`src/rtl/irq_gate_pkg.sv`:
```
package irq_gate_pkg;

  typedef struct packed {
    logic       accept;
    logic [1:0] flagInc;
    logic       flagDec;
    logic       setFlag;
    logic       clrFlag;
    logic       csrInc;
    logic       csrDec;
  } gateStrobes_t;

endpackage

```
`src/rtl/irq_gate_counter.sv`:
```
module irq_gate_counter #(
  parameter int CNT_W = 4
) (
  input  logic             clk,
  input  logic             rst_n,
  input  logic [1:0]       inc,
  input  logic             dec,
  input  logic [CNT_W-1:0] sub,
  output logic [CNT_W-1:0] count,
  output logic             bad
);
  localparam int WIDE_W = CNT_W + 2;
  localparam logic [WIDE_W-1:0] MAX_WIDE = {2'b00, {CNT_W{1'b1}}};

  logic [WIDE_W-1:0] upSum;
  logic [WIDE_W-1:0] downSum;
  logic [WIDE_W-1:0] diff;
  logic [CNT_W-1:0]  countNext;

  always_comb begin
    upSum   = {2'b00, count} + {{CNT_W{1'b0}}, inc};
    downSum = {2'b00, sub} + {{(CNT_W+1){1'b0}}, dec};
    diff    = upSum - downSum;
    bad     = 1'b0;
    if (downSum > upSum) begin
      countNext = '0;
      bad       = 1'b1;
    end else if (diff > MAX_WIDE) begin
      countNext = {CNT_W{1'b1}};
      bad       = 1'b1;
    end else begin
      countNext = diff[CNT_W-1:0];
    end
  end

  always_ff @(posedge clk or negedge rst_n) begin
    if (!rst_n) count <= '0;
    else        count <= countNext;
  end
endmodule

```
`src/rtl/irq_gate_ctrl.sv`:
```
module irq_gate_ctrl
  import irq_gate_pkg::*;
(
  input  logic         intReq,
  input  logic         strictMode,
  input  logic         decFlagOp,
  input  logic         decCsrOp,
  input  logic         retEnable,
  input  logic         retDisable,
  input  logic         retDeliver,
  input  logic         retCsrOp,
  input  logic         countZero,
  input  logic         csrZero,
  input  logic         enableFlag,
  output logic         canAccept,
  output gateStrobes_t strobes
);
  always_comb begin
    canAccept       = countZero && enableFlag && (!strictMode || csrZero);
    strobes.accept  = intReq && canAccept;
    // the injected delivery enters decode alongside any decoded flag op
    strobes.flagInc = {1'b0, decFlagOp} + {1'b0, strobes.accept};
    strobes.flagDec = retEnable || retDisable || retDeliver;
    strobes.clrFlag = retDisable || retDeliver;
    strobes.setFlag = retEnable && !strobes.clrFlag;
    strobes.csrInc  = decCsrOp;
    strobes.csrDec  = retCsrOp;
  end
endmodule

```
`src/rtl/irq_gate_dp.sv`:
```
module irq_gate_dp
  import irq_gate_pkg::*;
#(
  parameter int CNT_W = 4
) (
  input  logic             clk,
  input  logic             rst_n,
  input  gateStrobes_t     strobes,
  input  logic [CNT_W-1:0] flushFlagCnt,
  input  logic [CNT_W-1:0] flushCsrCnt,
  output logic [CNT_W-1:0] pendCount,
  output logic [CNT_W-1:0] pendCsr,
  output logic             enableFlag,
  output logic             countZero,
  output logic             csrZero,
  output logic             countError
);
  logic flagBad;
  logic csrBad;

  irq_gate_counter #(.CNT_W(CNT_W)) u_flagCnt (
    .clk(clk), .rst_n(rst_n),
    .inc(strobes.flagInc), .dec(strobes.flagDec), .sub(flushFlagCnt),
    .count(pendCount), .bad(flagBad)
  );

  irq_gate_counter #(.CNT_W(CNT_W)) u_csrCnt (
    .clk(clk), .rst_n(rst_n),
    .inc({1'b0, strobes.csrInc}), .dec(strobes.csrDec), .sub(flushCsrCnt),
    .count(pendCsr), .bad(csrBad)
  );

  always_ff @(posedge clk or negedge rst_n) begin
    if (!rst_n) begin
      enableFlag <= 1'b0;
      countError <= 1'b0;
    end else begin
      if (strobes.clrFlag)      enableFlag <= 1'b0;
      else if (strobes.setFlag) enableFlag <= 1'b1;
      countError <= flagBad || csrBad;
    end
  end

  assign countZero = (pendCount == '0);
  assign csrZero   = (pendCsr == '0);
endmodule

```
`src/rtl/irq_gate.sv`:
```
module irq_gate
  import irq_gate_pkg::*;
#(
  parameter int CNT_W = 4
) (
  input  logic             clk,
  input  logic             rst_n,
  input  logic             strictMode,
  input  logic             intReq,
  input  logic             decFlagOp,
  input  logic             decCsrOp,
  input  logic             retEnable,
  input  logic             retDisable,
  input  logic             retDeliver,
  input  logic             retCsrOp,
  input  logic [CNT_W-1:0] flushFlagCnt,
  input  logic [CNT_W-1:0] flushCsrCnt,
  output logic             intAccept,
  output logic             injectDecode,
  output logic             purgeFetch,
  output logic             canAccept,
  output logic [CNT_W-1:0] pendCount,
  output logic [CNT_W-1:0] pendCsr,
  output logic             enableFlag,
  output logic             countError
);
  gateStrobes_t strobes;
  logic countZero;
  logic csrZero;

  irq_gate_ctrl u_ctrl (
    .intReq(intReq), .strictMode(strictMode),
    .decFlagOp(decFlagOp), .decCsrOp(decCsrOp),
    .retEnable(retEnable), .retDisable(retDisable),
    .retDeliver(retDeliver), .retCsrOp(retCsrOp),
    .countZero(countZero), .csrZero(csrZero), .enableFlag(enableFlag),
    .canAccept(canAccept), .strobes(strobes)
  );

  irq_gate_dp #(.CNT_W(CNT_W)) u_dp (
    .clk(clk), .rst_n(rst_n), .strobes(strobes),
    .flushFlagCnt(flushFlagCnt), .flushCsrCnt(flushCsrCnt),
    .pendCount(pendCount), .pendCsr(pendCsr), .enableFlag(enableFlag),
    .countZero(countZero), .csrZero(csrZero), .countError(countError)
  );

  assign intAccept    = strobes.accept;
  assign injectDecode = strobes.accept;
  assign purgeFetch   = strobes.accept;
endmodule

```
`config.mk`:
```
export PLATFORM = sky130hd
export DESIGN_NAME = irq_gate
export DESIGN_NICKNAME = d
export VERILOG_FILES = /design/src/rtl/irq_gate_pkg.sv /design/src/rtl/irq_gate_counter.sv /design/src/rtl/irq_gate_ctrl.sv /design/src/rtl/irq_gate_dp.sv /design/src/rtl/irq_gate.sv
export SDC_FILE = /design/constraint.sdc
export NUM_CORES = 1
export LEC_CHECK = 0
export BUFFER_PORTS_ARGS = -buffer_cell sky130_fd_sc_hd__buf_2
export CELL_PAD_IN_SITES_DETAIL_PLACEMENT = 0
export CELL_PAD_IN_SITES_GLOBAL_PLACEMENT = 1
export CORE_MARGIN = 5
export CORE_UTILIZATION = 35
export CTS_BUF_LIST = sky130_fd_sc_hd__clkbuf_8
export DETAILED_ROUTE_END_ITERATION = 7
export GPL_ROUTABILITY_DRIVEN = 0
export PLACE_DENSITY = 0.83
export SLEW_MARGIN = 20
export SYNTH_ARGS = -nofsm -noshare
export SYNTH_HDL_FRONTEND = slang
export SYNTH_HIERARCHICAL = 1
export SYNTH_SLANG_ARGS = --single-unit
export TNS_END_PERCENT = 30
```
`constraint.sdc`:
```
create_clock -name clk -period 10.8 [get_ports clk]
set_clock_uncertainty 0.2 [all_clocks]
set_input_delay 1.62 -clock clk [delete_from_list [all_inputs] [get_ports clk]]
set_output_delay 1.62 -clock clk [all_outputs]
set_load 0.05 [all_outputs]
```
==> run metrics, run 1 <==
root buf cell=clkbuf_8; Worst-path clk slew=0.04 ns; post-synth top area share=20.1%; Hold Path Class=register to register; Sink Count=10; Avg WL per Cell=12.3 um; Leak=0.736 nW; CTS tree=done; initial antenna violation count=0; Slew Viols, Final=0; CTS Buf Count=3; area grow syn2layout=15.6%; max-capacitance violation count=0; Most Used Layer, Global Route=met2; post-synthesis sequential area ratio=20.1%; crit path DAT=4.58 ns; pin count of the biggest net entering global routing=13; GR Overflow Total=0; Startpoint Class=input pin; min-delay src=u_dp/enableFlag; die height=69.7 um; CP Data Required Time=10.71 ns; reg-to-reg critical path startpoint=u_dp/u_flagCnt/count[1]; Worst-Skew Late Latency=0.23 ns; Post-Synthesis Cells=145; global-route wire length before repair=4600 um; Final nets=215; reg2reg setup slack=6.74 ns; # port buffers=31; PnR worst setup slack=6.12 ns; CTS resizes=0; die extent in x=69.7 um; Cell variety after synth=31; Yosys top cell by area=dfrtp_1; maximum fanout along the worst path=10; Via-to-Cell Ratio=5.16; Avg Synthesized Cell Area=8.60 um^2; post-route ant nets=0; number of DRC markers in iteration 0=31; outcome=complete, no violations; vias in the first global route=1,059; Post-CTS Setup Inserts=0; RSZ-0062 raised after global routing=no; Clock Path Buffers=2; floorplan core area=3390 um^2; H-tree levels=1; critical setup path kind=input pin to register; routed vias=1,124; worst hold slack=0.313 ns; Power Dens Cells=283 nW/um^2; met3 usage=4.49%; Inserted Diodes=0; f_max=0.214 GHz; Die Area=4860 um^2; Post-Place Setup Slack=5.88 ns; final hold vios=0; layout cells sized above 1=23.3%; Cell Area, Synth=1250 um^2; hold_buf cts=0; Critical Path Sink Type=register; Yosys warnings=6; initial core utilization=36.8%; Hold Path Stages=1; flops & latches, synth=10; row count=21; Setup TNS Final=0 ns; Max VDD drop=0.0000808 V; reg2reg end=u_dp/countError; Boundary Pins=32; final wirelength=2690 um; Synth area leaders=dfrtp_1, ha_1, fa_1; fin crit period=4.68 ns; Cell Count, Final, Fillers Out=218; length in cells of the worst reg-to-reg path=12; # DRC=0; dpl hpwl=2340 um; drt first pass iters=4; placed instance count=215; WHS Endpoint=u_dp/enableFlag; Global Route met2 Usage=19.0%; total power draw=0.408 mW; final worst-path cycle share=43.3%; met1 track utilization from global routing=13.8%; GRT Util Overall=11.4%; Final setup viols=0
## routing by layer
metal	vias to the layer above	wire (um)
met5	-	0
met4	0	44
met3	6	189
met2	32	1230
met1	516	1230
li1	570	-
## sequential cells by signal, summed over array words and instances (netlist names)
signal / count
u_dp/u_csrCnt/count: 4
u_dp/u_flagCnt/count: 4
u_dp/countError: 1
u_dp/enableFlag: 1
## synthesized netlist by cell type, drive strengths merged
| cell | instances |
|---|---|
| ha | 19 |
| inv | 11 |
| dfrtp | 10 |
| o21ai | 10 |
| nor2 | 9 |
| buf | 8 |
| nand3 | 8 |
| a21o | 6 |
| nor3 | 6 |
| o22ai | 6 |
| xnor2 | 6 |
| xor2 | 6 |
| a21oi | 5 |
| nand2 | 5 |
| fa | 4 |
| or2 | 4 |
| a211oi | 3 |
| or3 | 3 |
| and3 | 2 |
| and4b | 2 |
| nand2b | 2 |
| nand4 | 2 |
| nor2b | 2 |
| nor4 | 2 |
| o21a | 2 |
| conb | 1 |
| o21ba | 1 |
## worst max-delay path, cell delays in order
cell and delay (ns):
buf_2 0.10, a211oi_1 0.36, ha_1 0.31, ha_1 0.23, fa_1 0.50, fa_1 0.50
a21o_1 0.20, a21o_1 0.27, nor3_1 0.16, a211oi_1 0.06, or2_2 0.28
## worst max path at each step
stage / startpoint / endpoint / depth (start not counted)
final: strictMode / u_dp/countError / 11
after global placement: strictMode / u_dp/countError / 11
after detailed placement: strictMode / u_dp/countError / 11
after global routing: strictMode / u_dp/countError / 11
after floorplan: intReq / u_dp/countError / 12
after CTS: strictMode / u_dp/countError / 11
## through the flow
stage,cell area (um^2),utilization (%)
final,1440,42.6
after global routing,1440,42.6
after floorplan,1250,-
after CTS,1440,42.6
after global placement,1400,41.3
after detailed placement,1400,41.3
## cell type report
class | count | area, um^2
sequential | 10 | 250
fill | 338 | 1950
tap | 46 | 57.6
multi-input combinational | 117 | 897
timing repair buffer | 31 | 155
inverter | 11 | 41.3
clock buffer | 3 | 41.3
## placed cells by master, fill, tap and decap left out
cell type and n:
a21oi_1 5, nor3_1 6, nor2_1 9, xnor2_1 6
or3_1 3, or2_1 1, nor2b_1 2, nand4_1 2
a211oi_1 3, o21ai_1 4, and4b_1 2, nand2b_1 2
clkbuf_8 3, a21o_1 6, nand2_1 5, fa_1 4
xor2_1 6, ha_1 19, o21ai_0 6, o21a_1 2
nand3_1 8, dfrtp_1 10, o22ai_1 6, nor4_2 2
o21ba_2 1, conb_1 2, buf_2 31, or2_2 3
and3_1 2, inv_1 11
## logic make-up after synthesis
kind of cell	Yosys count	share of synthesized area, %
AOI/OAI and AO/OA	33	16.4
xor gates and xnor gates	12	8.43
adders and majority gates	23	25.5
buffers and inverters	19	8.33
DFF	10	20.1
other	1	0.301
and+or+nand+nor	47	21.0
## power breakdown
part | internal (mW) | leakage (nW) | switching, mW
Sequential | 0.0532 | 0.125 | 0.0182
Combinational | 0.115 | 0.589 | 0.185
Clock | 0.0242 | 0.0216 | 0.0120
Note: power is estimated with default switching activity, not from simulation.
==> inputs of run 2 (changes only) <==
--- a/config.mk
+++ b/config.mk
@@ -13,7 +13,7 @@
 export CTS_BUF_LIST = sky130_fd_sc_hd__clkbuf_8
 export DETAILED_ROUTE_END_ITERATION = 7
 export GPL_ROUTABILITY_DRIVEN = 0
-export PLACE_DENSITY = 0.83
+export PLACE_DENSITY = 0.86
 export SLEW_MARGIN = 20
 export SYNTH_ARGS = -nofsm -noshare
 export SYNTH_HDL_FRONTEND = slang
==> constraint.sdc (replaced) <==
create_clock -name clk -period 4.2 [get_ports clk]
set_clock_uncertainty 0.2 [all_clocks]
set_input_delay 0.63 -clock clk [delete_from_list [all_inputs] [get_ports clk]]
set_output_delay 0.63 -clock clk [all_outputs]
set_load 0.05 [all_outputs]
==> run 2 against run 1 <==
Net effect:
- via count down 3.2%
- routed wire length is 2.9% higher
- core utilization grew 1.3 points
- sequential cell count unchanged
- global-route usage increased by 0.40 points
- non-clock buffer count unchanged
- final area rose by 2.9%
- register-to-register slack got worse by 6.3 ns
- critical path depth increased by 1
- first-iteration DRC count is 6.5% lower
- combinational power grew to 2.6 times the previous value
==> run metrics, run 2 (same netlist as run 1, synthesis figures left out) <==
Via-to-Cell Ratio=4.97 (was 5.16); reg2reg end=u_dp/countError (unchanged); Hold Path Class=input pin to async pin (was register to register); Clock Path Buffers=2 (unchanged); Sink Count=10 (unchanged); Startpoint Class=register (was input pin); RSZ-0062 raised after global routing=no (unchanged); critical setup path kind=register to register (was input pin to register); worst hold slack=0.0506 ns (was 0.313 ns); Final nets=215 (unchanged); maximum fanout along the worst path=10 (unchanged); layout cells sized above 1=30.1% (was 23.3%); CP delay by family, top=adder cells (unchanged); f_max=0.264 GHz; CTS resizes=0 (unchanged); crit-path cells=nor4_2, inv_1, a211oi_4, ha_1, ha_2, fa_2, fa_2, a21o_1, a21o_1, nor3_1, a211oi_1, or2_2 (was buf_2, a211oi_1, ha_1, ha_1, fa_1, fa_1, a21o_1, a21o_1, nor3_1, a211oi_1, or2_2); Slowest cell on crit path=fa_2 (was fa_1); CP Data Required Time=4.12 ns (was 10.71 ns); vias in the first global route=1,090 (was 1,059); GR Overflow Total=0 (unchanged); routed vias=1,088 (was 1,124); Setup TNS Final=0 ns (unchanged); final wirelength=2770 um (was 2690 um); commonest cells after routing, fill and taps aside=buf_2, ha_1, inv_1 (unchanged); GRT Util Overall=11.8% (was 11.4%); slowest cell delay on critical path=0.51 ns (was 0.50 ns); dpl hpwl=2350 um (was 2340 um); initial antenna violation count=0 (unchanged); Final setup viols=0 (unchanged); Max VDD drop=0.000218 V (was 0.0000808 V); reg-to-reg critical path startpoint=u_dp/u_csrCnt/count[2] (was u_dp/u_flagCnt/count[1]); die height=69.7 um (unchanged); Inserted Diodes=0 (unchanged); Boundary Pins=32 (unchanged); Avg WL per Cell=12.7 um (was 12.3 um); final worst-path cycle share=90.3%; CTS tree=done (unchanged); reg2reg setup slack=0.41 ns (was 6.74 ns); Die Area=4860 um^2 (unchanged); global-route wire length before repair=4750 um (was 4600 um); registers with the most flip-flops=u_dp/u_csrCnt/count (4), u_dp/u_flagCnt/count (4) (unchanged); length in cells of the worst reg-to-reg path=12 (unchanged); Reg area=259 um^2 (was 250 um^2); floorplan core area=3390 um^2 (unchanged); fin crit period=3.79 ns; H-tree levels=1 (unchanged); crit path DAT=3.71 ns (was 4.58 ns); Critical Path Sink Type=register (unchanged); Leak=0.730 nW (was 0.736 nW); root buf cell=clkbuf_8 (unchanged); Post-CTS Setup Inserts=0 (unchanged); area grow syn2layout=19.1% (was 15.6%); Worst-Skew Late Latency=0.23 ns (about the same); area occupied by multi-input gates=917 um^2 (was 897 um^2); die extent in x=69.7 um (unchanged); # port buffers=31 (unchanged); Power Dens Cells=735 nW/um^2 (was 283 nW/um^2); Slew Viols, Final=0 (unchanged); post-route ant nets=0 (unchanged); Fill cells=323 (was 338); initial core utilization=36.8% (unchanged); number of DRC markers in iteration 0=29 (was 31); Worst-path clk slew=0.05 ns (was 0.04 ns); outcome=complete, no violations (unchanged); hold_buf cts=0 (unchanged); row count=21 (unchanged); CTS Buf Count=3 (unchanged); pin count of the biggest net entering global routing=13 (unchanged); WP buf/inv=1 (unchanged); # DRC=0 (unchanged); drt first pass iters=4 (unchanged); most common cell after layout, fill and taps aside=buf_2 (unchanged); max-capacitance violation count=0 (unchanged); final hold vios=0 (unchanged)
[run 2: through the flow]
stage                     cells  utilization, %  setup WS [ns]  instance area, um^2  power [mW]
after floorplan             146               -        0.00263                 1280       0.836
after global placement      215            42.2          0.480                 1430       0.948
after detailed placement    215            42.2          0.387                 1430       0.971
after CTS                   219            43.8          0.374                 1490        1.10
after global routing        219            43.8          0.203                 1490        1.19
final                       219            43.8          0.408                 1490        1.09
[run 2: metal layers]
metal	vias up	track usage, %	part of all wire (%)	wire, um
met3	0	3.77	5.3	146
li1	561	-	-	-
met5	-	0	0	0
met2	19	20.0	50	1380
met1	508	14.2	45	1240
met4	0	3.40	0	0
[run 2: worst max-delay path by stage]
stage / start / endpoint / depth (start not counted)
final: u_dp/u_csrCnt/count[2] / u_dp/countError / 12
after CTS: u_dp/u_csrCnt/count[2] / u_dp/countError / 12
after detailed placement: u_dp/u_csrCnt/count[2] / u_dp/countError / 12
after global placement: u_dp/u_csrCnt/count[2] / u_dp/countError / 12
after floorplan: u_dp/u_csrCnt/count[2] / u_dp/countError / 13
after global routing: u_dp/u_csrCnt/count[2] / u_dp/countError / 12
[run 2: final cells by class]
cell class | instances | share of cell area [%]
repair buffers | 31 | 10.4
well taps | 46 | 3.88
multi-input cells | 117 | 61.8
inverters | 11 | 2.78
clock buffers | 4 | 3.71
flip-flops and latches | 10 | 17.4
[run 2: report_power, final]
group | switching [mW] | internal (mW)
Sequential | 0.0435 | 0.142
Clock | 0.0367 | 0.0823
Combinational | 0.482 | 0.304
[run 2: worst reg2reg max path, cell delays in order (launching register included)]
cell	delay (ns)
dfrtp_2	0.43
nor4_2	0.26
inv_1	0.12
a211oi_4	0.29
ha_1	0.28
ha_2	0.21
fa_2	0.51
fa_2	0.43
a21o_1	0.18
a21o_1	0.27
nor3_1	0.16
a211oi_1	0.06
or2_2	0.28
==> inputs of run 3 (changes only) <==
--- a/config.mk
+++ b/config.mk
@@ -5,6 +5,7 @@
 export SDC_FILE = /design/constraint.sdc
 export NUM_CORES = 1
 export LEC_CHECK = 0
+export ABC_AREA = 1
 export BUFFER_PORTS_ARGS = -buffer_cell sky130_fd_sc_hd__buf_2
 export CELL_PAD_IN_SITES_DETAIL_PLACEMENT = 0
 export CELL_PAD_IN_SITES_GLOBAL_PLACEMENT = 1
@@ -13,8 +14,8 @@
 export CTS_BUF_LIST = sky130_fd_sc_hd__clkbuf_8
 export DETAILED_ROUTE_END_ITERATION = 7
 export GPL_ROUTABILITY_DRIVEN = 0
-export PLACE_DENSITY = 0.86
-export SLEW_MARGIN = 20
+export PLACE_DENSITY = 0.88
+export SLEW_MARGIN = 15
 export SYNTH_ARGS = -nofsm -noshare
 export SYNTH_HDL_FRONTEND = slang
 export SYNTH_HIERARCHICAL = 1
==> run 3 against run 2 <==
Net effect:
- clock power down 19%
- core utilization down 0.12 points
- non-clock buffer count unchanged
- via count up 1.2%
- worst hold slack worse by 0.0059 ns
- synthesized cell count up 23%
- sequential power down 9%
- sequential share of layout area down 0.67 points
- highest routed layer is now met4
==> run metrics, run 3 <==
commonest cells after routing, fill and taps aside=nand2_1, inv_1, buf_2 (was buf_2, ha_1, inv_1); top_reg_cell synth=dfrtp_1 (unchanged); outcome=complete, no violations (unchanged); Worst Setup SP=u_dp/u_flagCnt/count[1] (was u_dp/u_csrCnt/count[2]); Max VDD drop=0.000228 V (was 0.000218 V); Hold Path Class=input pin to async pin (unchanged); Startpoint Class=register (unchanged); Worst-Skew Late Latency=0.23 ns (about the same); Yosys top cell by area=dfrtp_1 (unchanged); top-count cell post-synth=nand2_1 (was ha_1); Synth area leaders=dfrtp_1, ha_1, nand2_1 (was dfrtp_1, ha_1, fa_1); Post-Synthesis Cells=179 (was 145); CP Data Required Time=4.12 ns (about the same); reg-to-reg critical path startpoint=u_dp/u_flagCnt/count[1] (was u_dp/u_csrCnt/count[2]); Clock Path Buffers=2 (unchanged); global-route wire length before repair=4280 um (was 4750 um); Final setup viols=0 (unchanged); Most common cell on crit path=nand2_1; # DRC=0 (unchanged); Sink Count=10 (unchanged); fin crit period=3.26 ns (was 3.79 ns); pin count of the biggest net entering global routing=11 (was 13); Cell Area, Synth=1260 um^2 (was 1250 um^2); crit path DAT=3.18 ns (was 3.71 ns); Core Util, Final=43.7% (was 43.8%); GR Overflow Total=0 (unchanged); Slew Viols, Final=0 (unchanged); H-tree levels=1 (unchanged); Power Dens Cells=656 nW/um^2 (was 735 nW/um^2); post-route ant nets=0 (unchanged); die height=70.1 um (was 69.7 um); placed instance count=253 (was 215); f_max=0.307 GHz (was 0.264 GHz); dpl hpwl=2160 um (was 2350 um); Via-to-Cell Ratio=4.30 (was 4.97); Leak=0.945 nW (was 0.730 nW); post-synth top area share=19.8% (was 20.1%); Synth top cells by count=nand2_1, inv_1, nand3_1 (was ha_1, inv_1, dfrtp_1); total power draw=0.980 mW (was 1.09 mW); layout cells sized above 1=23.3% (was 30.1%); Inserted Diodes=0 (unchanged); final wirelength=2460 um (was 2770 um); reg2reg end=u_dp/countError (unchanged); vias in the first global route=983 (was 1,090); Cell variety after synth=19 (was 31); EDFF count, synth=0 (unchanged); post-place instance area=1450 um^2 (was 1430 um^2); length in cells of the worst reg-to-reg path=16 (was 12); PnR worst setup slack=0.938 ns (was 0.408 ns); Worst-path clk slew=0.04 ns (was 0.05 ns); area grow syn2layout=18.0% (was 19.1%); final hold vios=0 (unchanged); Slowest cell on crit path=fa_1 (was fa_2); hold_buf cts=0 (unchanged); maximum fanout along the worst path=5 (was 10); slowest cell delay on critical path=0.50 ns (was 0.51 ns); die extent in x=70.1 um (was 69.7 um); Setup TNS Final=0 ns (unchanged); initial antenna violation count=0 (unchanged); Cell Count, Final, Fillers Out=256 (was 219); floorplan core area=3420 um^2 (was 3390 um^2); post-layout instance area=1490 um^2 (about the same); worst hold slack=0.0447 ns (was 0.0506 ns); most common cell after layout, fill and taps aside=nand2_1 (was buf_2); critical setup path kind=register to register (unchanged); routed vias=1,101 (was 1,088); reg2reg setup slack=0.94 ns (was 0.41 ns); Final nets=253 (was 215); Post-Place Setup Slack=0.855 ns (was 0.387 ns); Yosys warnings=6 (unchanged); # port buffers=31 (unchanged); GRT Util Overall=10.5% (was 11.8%); flops & latches, synth=10 (unchanged); Worst Setup EP=u_dp/countError (unchanged); row count=21 (unchanged); registers with the most flip-flops=u_dp/u_csrCnt/count (4), u_dp/u_flagCnt/count (4) (unchanged); number of DRC markers in iteration 0=40 (was 29); Post-synth ARST share=100% (unchanged); initial core utilization=37.0% (was 36.8%); Post-CTS Setup Inserts=0 (unchanged); crit-path cells=inv_1, nand2_1, nor2_1, nand2_1, inv_2, nand2_2, nor2_2, ha_1, ha_1, fa_1, fa_1, nand3_1, nand3_1, nand2_2, nand2_1, or2_1 (was nor4_2, inv_1, a211oi_4, ha_1, ha_2, fa_2, fa_2, a21o_1, a21o_1, nor3_1, a211oi_1, or2_2); Boundary Pins=32 (unchanged); max-capacitance violation count=0 (unchanged); Die Area=4920 um^2 (was 4860 um^2); Avg WL per Cell=9.60 um (was 12.7 um); Avg Synthesized Cell Area=7.07 um^2 (was 8.60 um^2); drt first pass iters=4 (unchanged); post-synthesis sequential area ratio=19.8% (was 20.1%); CTS tree=done (unchanged); root buf cell=clkbuf_8 (unchanged); CTS resizes=0 (unchanged); RSZ-0062 raised after global routing=no (unchanged); CTS Buf Count=3 (unchanged); final worst-path cycle share=77.7% (was 90.3%); Critical Path Sink Type=register (unchanged)
==> run 3: worst min-delay path by stage <==
stage               start                     end  slack, ns  cells past startpoint
finish              rst_n  u_dp/u_csrCnt/count[2]       0.04                      1
global route        rst_n         u_dp/enableFlag       0.06                      1
CTS                 rst_n  u_dp/u_csrCnt/count[2]       0.05                      1
detailed placement  rst_n  u_dp/u_csrCnt/count[1]       0.30                      1
global placement    rst_n  u_dp/u_csrCnt/count[0]       0.30                      1
floorplan           rst_n         u_dp/countError       0.13                      0
==> run 3: kinds of logic after synthesis <==
| kind of cell | count (synthesis) | share of synthesized area, % |
|---|---|---|
| adder cells (fa/ha/maj) | 23 | 25.1 |
| XOR/XNOR | 10 | 6.92 |
| AO/OA/AOI/OAI | 4 | 1.58 |
| AND/OR/NAND/NOR | 86 | 31.8 |
| buffers and inverters | 45 | 14.5 |
| flip-flops | 10 | 19.8 |
| other | 1 | 0.296 |
==> run 3: cell type report <==
| cell class | count | area [um^2] |
|---|---|---|
| Tap cell | 46 | 57.6 |
| Sequential cell | 10 | 250 |
| Multi-Input combinational cell | 125 | 835 |
| Inverter | 41 | 154 |
| Fill cell | 389 | 1920 |
| Clock buffer | 3 | 41.3 |
| Timing Repair Buffer | 31 | 155 |
==> run 3: metal layers <==
layer / up-vias / part of all wire [%] / global-route usage, %
met4: 0 / 0.61 / 2.55
met5: - / 0 / 0
met2: 22 / 43 / 15.2
met1: 473 / 49 / 14.7
li1: 604 / - / -
met3: 2 / 7.1 / 3.73
==> run 3: critical path: cells and delay by family (launching register included) <==
family / cells / cell delay (ns)
buffers and inverters: 2 / 0.13
DFF: 1 / 0.42
and+or+nand+nor: 10 / 0.92
adders and majority gates: 4 / 1.47
==> run 3: report_power, final <==
part | leakage [nW] | switching [mW] | internal (mW)
Sequential | 0.126 | 0.0379 | 0.131
Clock | 0.0216 | 0.0338 | 0.0624
Combinational | 0.798 | 0.462 | 0.253
Total | 0.945 | 0.533 | 0.446
